`src/rtl/hirq_pkg.sv`:
```
package hirq_pkg;

    localparam int NUM_SRC   = 3;
    localparam int REG_W     = 32;

    // source positions in the status word
    localparam int SRC_VOICE0 = 0;
    localparam int SRC_VOICE1 = 1;
    localparam int SRC_MIDI   = 2;

    // control command bits
    localparam int CMD_ENA_BIT = 0;
    localparam int CMD_CHG_BIT = 1;

    localparam int RSVD_W = REG_W - 1 - NUM_SRC;

    typedef struct packed {
        logic               armed;
        logic [RSVD_W-1:0]  rsvd;
        logic [NUM_SRC-1:0] pend;
    } status_word_t;

    function automatic logic [REG_W-1:0] pack_status(input logic armed,
                                                     input logic [NUM_SRC-1:0] pend);
        status_word_t w;
        w.armed = armed;
        w.rsvd  = '0;
        w.pend  = pend;
        return w;
    endfunction

    function automatic logic is_rearm_cmd(input logic [1:0] cmd);
        return cmd[CMD_ENA_BIT] && cmd[CMD_CHG_BIT];
    endfunction

endpackage

```
`src/rtl/hirq_pend_bank.sv`:
```
module hirq_pend_bank
    import hirq_pkg::*;
#(
    parameter int N = NUM_SRC
) (
    input  logic         clk,
    input  logic         rst,
    input  logic [N-1:0] req,
    input  logic         consume,
    output logic [N-1:0] pend
);

    for (genvar i = 0; i < N; i++) begin : g_bit
        always_ff @(posedge clk) begin
            if (rst)
                pend[i] <= 1'b0;
            else if (consume)
                pend[i] <= req[i];          // event racing the read survives
            else if (req[i])
                pend[i] <= 1'b1;
        end

        AST_REQ_SETS: assert property (@(posedge clk) disable iff (rst)
            req[i] |=> pend[i]);
        AST_READ_CLEARS: assert property (@(posedge clk) disable iff (rst)
            (consume && !req[i]) |=> !pend[i]);
        AST_RACE_KEPT: assert property (@(posedge clk) disable iff (rst)
            (consume && req[i]) |=> pend[i]);
        AST_HOLD: assert property (@(posedge clk) disable iff (rst)
            (!consume && !req[i]) |=> $stable(pend[i]));
    end

endmodule

```
`src/rtl/hirq_arm_ctrl.sv`:
```
module hirq_arm_ctrl (
    input  logic clk,
    input  logic rst,
    input  logic consume,
    input  logic rearm,
    output logic armed
);

    always_ff @(posedge clk) begin
        if (rst)
            armed <= 1'b0;
        else if (rearm)
            armed <= 1'b1;
        else if (consume)
            armed <= 1'b0;
    end

    AST_DISARM_ON_READ: assert property (@(posedge clk) disable iff (rst)
        (consume && !rearm) |=> !armed);
    AST_ARM_NEEDS_CMD: assert property (@(posedge clk) disable iff (rst)
        (!armed && !rearm) |=> !armed);

endmodule

```
`src/rtl/hirq_aggregator.sv`:
```
module hirq_aggregator
    import hirq_pkg::*;
#(
    parameter int              ADDR_W   = 8,
    parameter logic [ADDR_W-1:0] STAT_OFS = 'h00,
    parameter logic [ADDR_W-1:0] CTRL_OFS = 'h04
) (
    input  logic               clk,
    input  logic               rst,
    input  logic [ADDR_W-1:0]  reg_addr,
    input  logic               reg_rd,
    input  logic               reg_wr,
    input  logic [REG_W-1:0]   reg_wdata,
    output logic [REG_W-1:0]   reg_rdata,
    input  logic [NUM_SRC-1:0] src_req,
    output logic               irq_out
);

    logic               stat_rd;
    logic               rearm;
    logic               armed;
    logic [NUM_SRC-1:0] pend;
    logic               unused_wbits;

    assign stat_rd      = reg_rd && (reg_addr == STAT_OFS);
    assign rearm        = reg_wr && (reg_addr == CTRL_OFS) && is_rearm_cmd(reg_wdata[1:0]);
    assign unused_wbits = ^reg_wdata[REG_W-1:2];

    hirq_pend_bank #(.N(NUM_SRC)) u_pend (
        .clk     (clk),
        .rst     (rst),
        .req     (src_req),
        .consume (stat_rd),
        .pend    (pend)
    );

    hirq_arm_ctrl u_arm (
        .clk     (clk),
        .rst     (rst),
        .consume (stat_rd),
        .rearm   (rearm),
        .armed   (armed)
    );

    always_comb begin
        reg_rdata = '0;
        if (stat_rd)
            reg_rdata = pack_status(armed, pend);
    end

    assign irq_out = armed && (|pend);

    AST_IRQ_DROPS: assert property (@(posedge clk) disable iff (rst)
        (stat_rd && !reg_wr) |=> !irq_out);
    AST_IRQ_NEEDS_ARM: assert property (@(posedge clk) disable iff (rst)
        (!irq_out && !rearm && src_req == '0) |=> !irq_out);
    AST_RSVD_ZERO: assert property (@(posedge clk) disable iff (rst)
        reg_rd |-> (reg_rdata[REG_W-2:NUM_SRC] == '0));

endmodule

```
`config.mk`:
```
export PLATFORM = sky130hd
export DESIGN_NAME = hirq_aggregator
export DESIGN_NICKNAME = d
export VERILOG_FILES = /design/src/rtl/hirq_pkg.sv /design/src/rtl/hirq_pend_bank.sv /design/src/rtl/hirq_arm_ctrl.sv /design/src/rtl/hirq_aggregator.sv
export SDC_FILE = /design/constraint.sdc
export NUM_CORES = 1
export LEC_CHECK = 0
export BUFFER_PORTS_ARGS = -buffer_cell sky130_fd_sc_hd__buf_2
export CAP_MARGIN = 40
export CELL_PAD_IN_SITES_DETAIL_PLACEMENT = 0
export CELL_PAD_IN_SITES_GLOBAL_PLACEMENT = 2
export CORE_ASPECT_RATIO = 1.5
export CORE_MARGIN = 1
export CORE_UTILIZATION = 10
export CTS_CLUSTER_SIZE = 12
export DETAILED_ROUTE_END_ITERATION = 10
export GPL_TIMING_DRIVEN = 1
export MAX_ROUTING_LAYER = met4
export PLACE_DENSITY = 0.84
export SYNTH_ARGS = -nofsm -noshare
export SYNTH_HDL_FRONTEND = slang
export SYNTH_SLANG_ARGS = --single-unit
export TNS_END_PERCENT = 30
```
`constraint.sdc`:
```
create_clock -name clk -period 1.9 [get_ports clk]
set_input_delay 0.095 -clock clk [delete_from_list [all_inputs] [get_ports clk]]
set_output_delay 0.095 -clock clk [all_outputs]
set_load 0.1 [all_outputs]
```
==> key figures <==
Global route
  – Initial antenna violation count: 1
  – Grt peak-use layer: met2
  – Tot GR Track Use: 0.0363
  – Global Route met2 Usage: 0.0416
  – Vias in the first global route: 246
  – First-pass GRT wire length: 1080 um
  – GRT met1 Usage: 0.0342
  – Largest net degree at the start of global routing: 9
  – Global route total overflow: 0
  – GR Util met3: 0.0296

Min path
  – Hold EP: u_pend.pend[0]
  – Hold crit path type: in2reg
  – Hold Path Depth: 3
  – Worst Hold Launch: src_req[0]

Setup path
  – WP data required: 1.80 ns
  – Worst Reg2Reg Path Length in Cells: 2
  – Reg2Reg Setup Slack: 1.32 ns
  – Critical R2R Launch: u_arm.armed
  – Capture point of the worst reg-to-reg path: u_arm.armed
  – Crit path cell chain: buf_2, nor4_2, and4b_1, and2_1, buf_12
  – CP arrival: 1.35 ns
  – Crit path max fanout: 8
  – Worst setup path category: in2out
  – Crit path launch type: input port
  – Slowest library cell on the worst path: and4b_1
  – CP Capture Type: output pin
  – Max stage delay on crit path: 0.39 ns

STA
  – RSZ-0062 raised after global routing: no
  – Setup-failing EPs final: 0
  – Fin crit period: 1.45 ns
  – Final-report hold violation count: 0
  – Clock skew: 0 ns
  – Sum of negative setup slack: 0 ns
  – Fmax: 691 MHz
  – Final worst path period share: 0.761
  – Slew Viols, Final: 0

Logic synthesis
  – Ys flop type: dfxtp_1
  – Synth area leaders: buf_4 (50%), dfxtp_1 (18%), and2_1 (5.7%), nand2b_1 (5.7%), o22ai_1 (5.7%)
  – XOR/XNOR Fraction of Synth Area: 0
  – Top-area cell type share of the netlist area: 0.499
  – Largest family of logic cells by synthesized area: buffers and inverters
  – Number of synthesis warnings: 0
  – Synth Area in Adders: 0
  – Synth Area in Compound Gates: 0.0774
  – Number of synthesized flops with an enable pin: 0
  – Mapped Cells: 55
  – Mux share of post-synthesis cell area: 0
  – Top cells by count, synth: buf_4 (29), and2_1 (4), dfxtp_1 (4), nand2b_1 (4), o22ai_1 (4)
  – Syn_area_per_cell: 7.94 um^2
  – Synth Area in Simple Gates: 0.206
  – Most numerous cell in the Yosys netlist: buf_4
  – Synth cell types: 13
  – Ys async rst share: 0
  – Yosys top cell by area: buf_4
  – Seq/Total Area, Yosys: 0.183
  – FF+latch count, synth: 4
  – Cell Area, Synth: 437 um^2

Clocking
  – CTS tree: done
  – Root Buffer: clkbuf_8
  – CTS resizes: 0
  – Clock latency on the worst-skew pair: 0.22 ns
  – Htree depth: 1
  – Hold Buf Count CTS: 0
  – Worst-path clk slew: 0.03 ns
  – Setup Fix Bufs, Post-CTS: 0
  – CTS sink cnt: 4
  – TritonCTS Buffers: 3
  – Longest Clk Path Bufs: 2

Power and ir drop
  – Clock power frac: 0.333
  – Share of power burned in registers: 0.173
  – NetSw: 301 uW
  – Combinational group share of total power: 0.494
  – Internal: 244 uW
  – Switch share: 0.553
  – PD cells: 929 nW/um^2
  – Peak VDD IR: 0.264 mV
  – P_leak: 0.000303 uW

Floorplanning
  – Die ar.: 4640 um^2
  – Core Rows: 29
  – Die Wd: 56.0 um
  – Starting density of the core: 0.104
  – Top-Level Pins: 80
  – Die H: 82.9 um
  – Core Region: 4210 um^2

Outcome
  – Status: complete, no violations

Placement
  – GPL Wtd Cong: 0.685
  – Port bufs: 21

Route
  – Vias/cell: 2.81
  – Initial drt markers: 5
  – DRC viols: 0
  – Wirelength, routed: 785 um
  – First-pass DRT Iterations: 2
  – Routed vias: 349
  – Routed len/inst: 6.33 um
  – Antenna viol nets, final: 0

Flow run
  – Max-Cap Viols: 0

Cells and area
  – Layout Utilization: 0.139
  – Layout cells sized above 1: 0.325
  – Area delta synth->final: 34.4%
  – Fin nets: 126
## cell families (layout without fill, tap and decap cells)
group	Yosys count	after routing
flops	4	4
simple gates	13	13
other cells	1	29
buf+inv	32	27
compound gates	5	5
## how the worst max path moves through the flow
| stage | start | to |
|---|---|---|
| floorplan | reg_addr[6] | reg_rdata[0] |
| global placement | reg_addr[6] | reg_rdata[2] |
| detailed placement | reg_addr[6] | reg_rdata[0] |
| CTS | reg_addr[6] | reg_rdata[0] |
| global route | reg_addr[6] | reg_rdata[31] |
| finish | reg_addr[6] | reg_rdata[0] |
## flip-flops by register name, summed over array words and instances, names as in the netlist
register	flops
u_arm.armed	1
u_pend.pend	3
## cell type report
cell class                 instances  area, um^2
fill                             470        3620
multi-input combinational         46         229
timing repair buffer              21         165
sequential                         4        80.1
tap                               46        57.6
clock buffer                       3        41.3
inverter                           3        11.3
antenna                            1        2.50
## per-stage QoR
step           cell area (um^2)  cells  hold WS, ns  power [uW]  setup slack, ns
3_3_place_gp                543    120        0.365         364            0.427
2_1_floorplan               538     82        0.199         389            0.356
4_1_cts                     584    123        0.137         550            0.433
6_report                    587    124        0.138         545            0.454
5_1_grt                     587    124        0.152         564            0.346
3_5_place_dp                543    120        0.366         365            0.433
## layout by cell type (no fill, tap or decap)
cell type	count
and2_1	4
and3_1	1
and4b_1	1
buf_12	4
buf_2	17
clkbuf_8	3
conb_1	28
dfxtp_1	4
diode_2	1
inv_1	3
nand2b_1	4
nand4_1	1
nor3_1	1
nor4_2	1
o22ai_1	4
o31a_1	1
## critical path: cells and delay by family
family / cells / cell delay (ns)
buffers and inverters: 2 / 0.28
AND/OR/NAND/NOR: 3 / 0.98
## power groups by stage
stage / clock network, uW / logic [uW] / registers [uW]
floorplan: 0 / 294 / 94.7
global placement: 0 / 268 / 95.6
detailed placement: 0 / 269 / 95.9
CTS: 187 / 269 / 94.8
global route: 193 / 276 / 95.2
finish: 182 / 269 / 94.5
## routing by layer
metal  up-vias  wire length (um)
met5         -                 0
met4         0                37
met3         4               163
met2        42               285
met1       132               299
li1        171                 -
No activity file was read; power rests on OpenSTA's default activity.
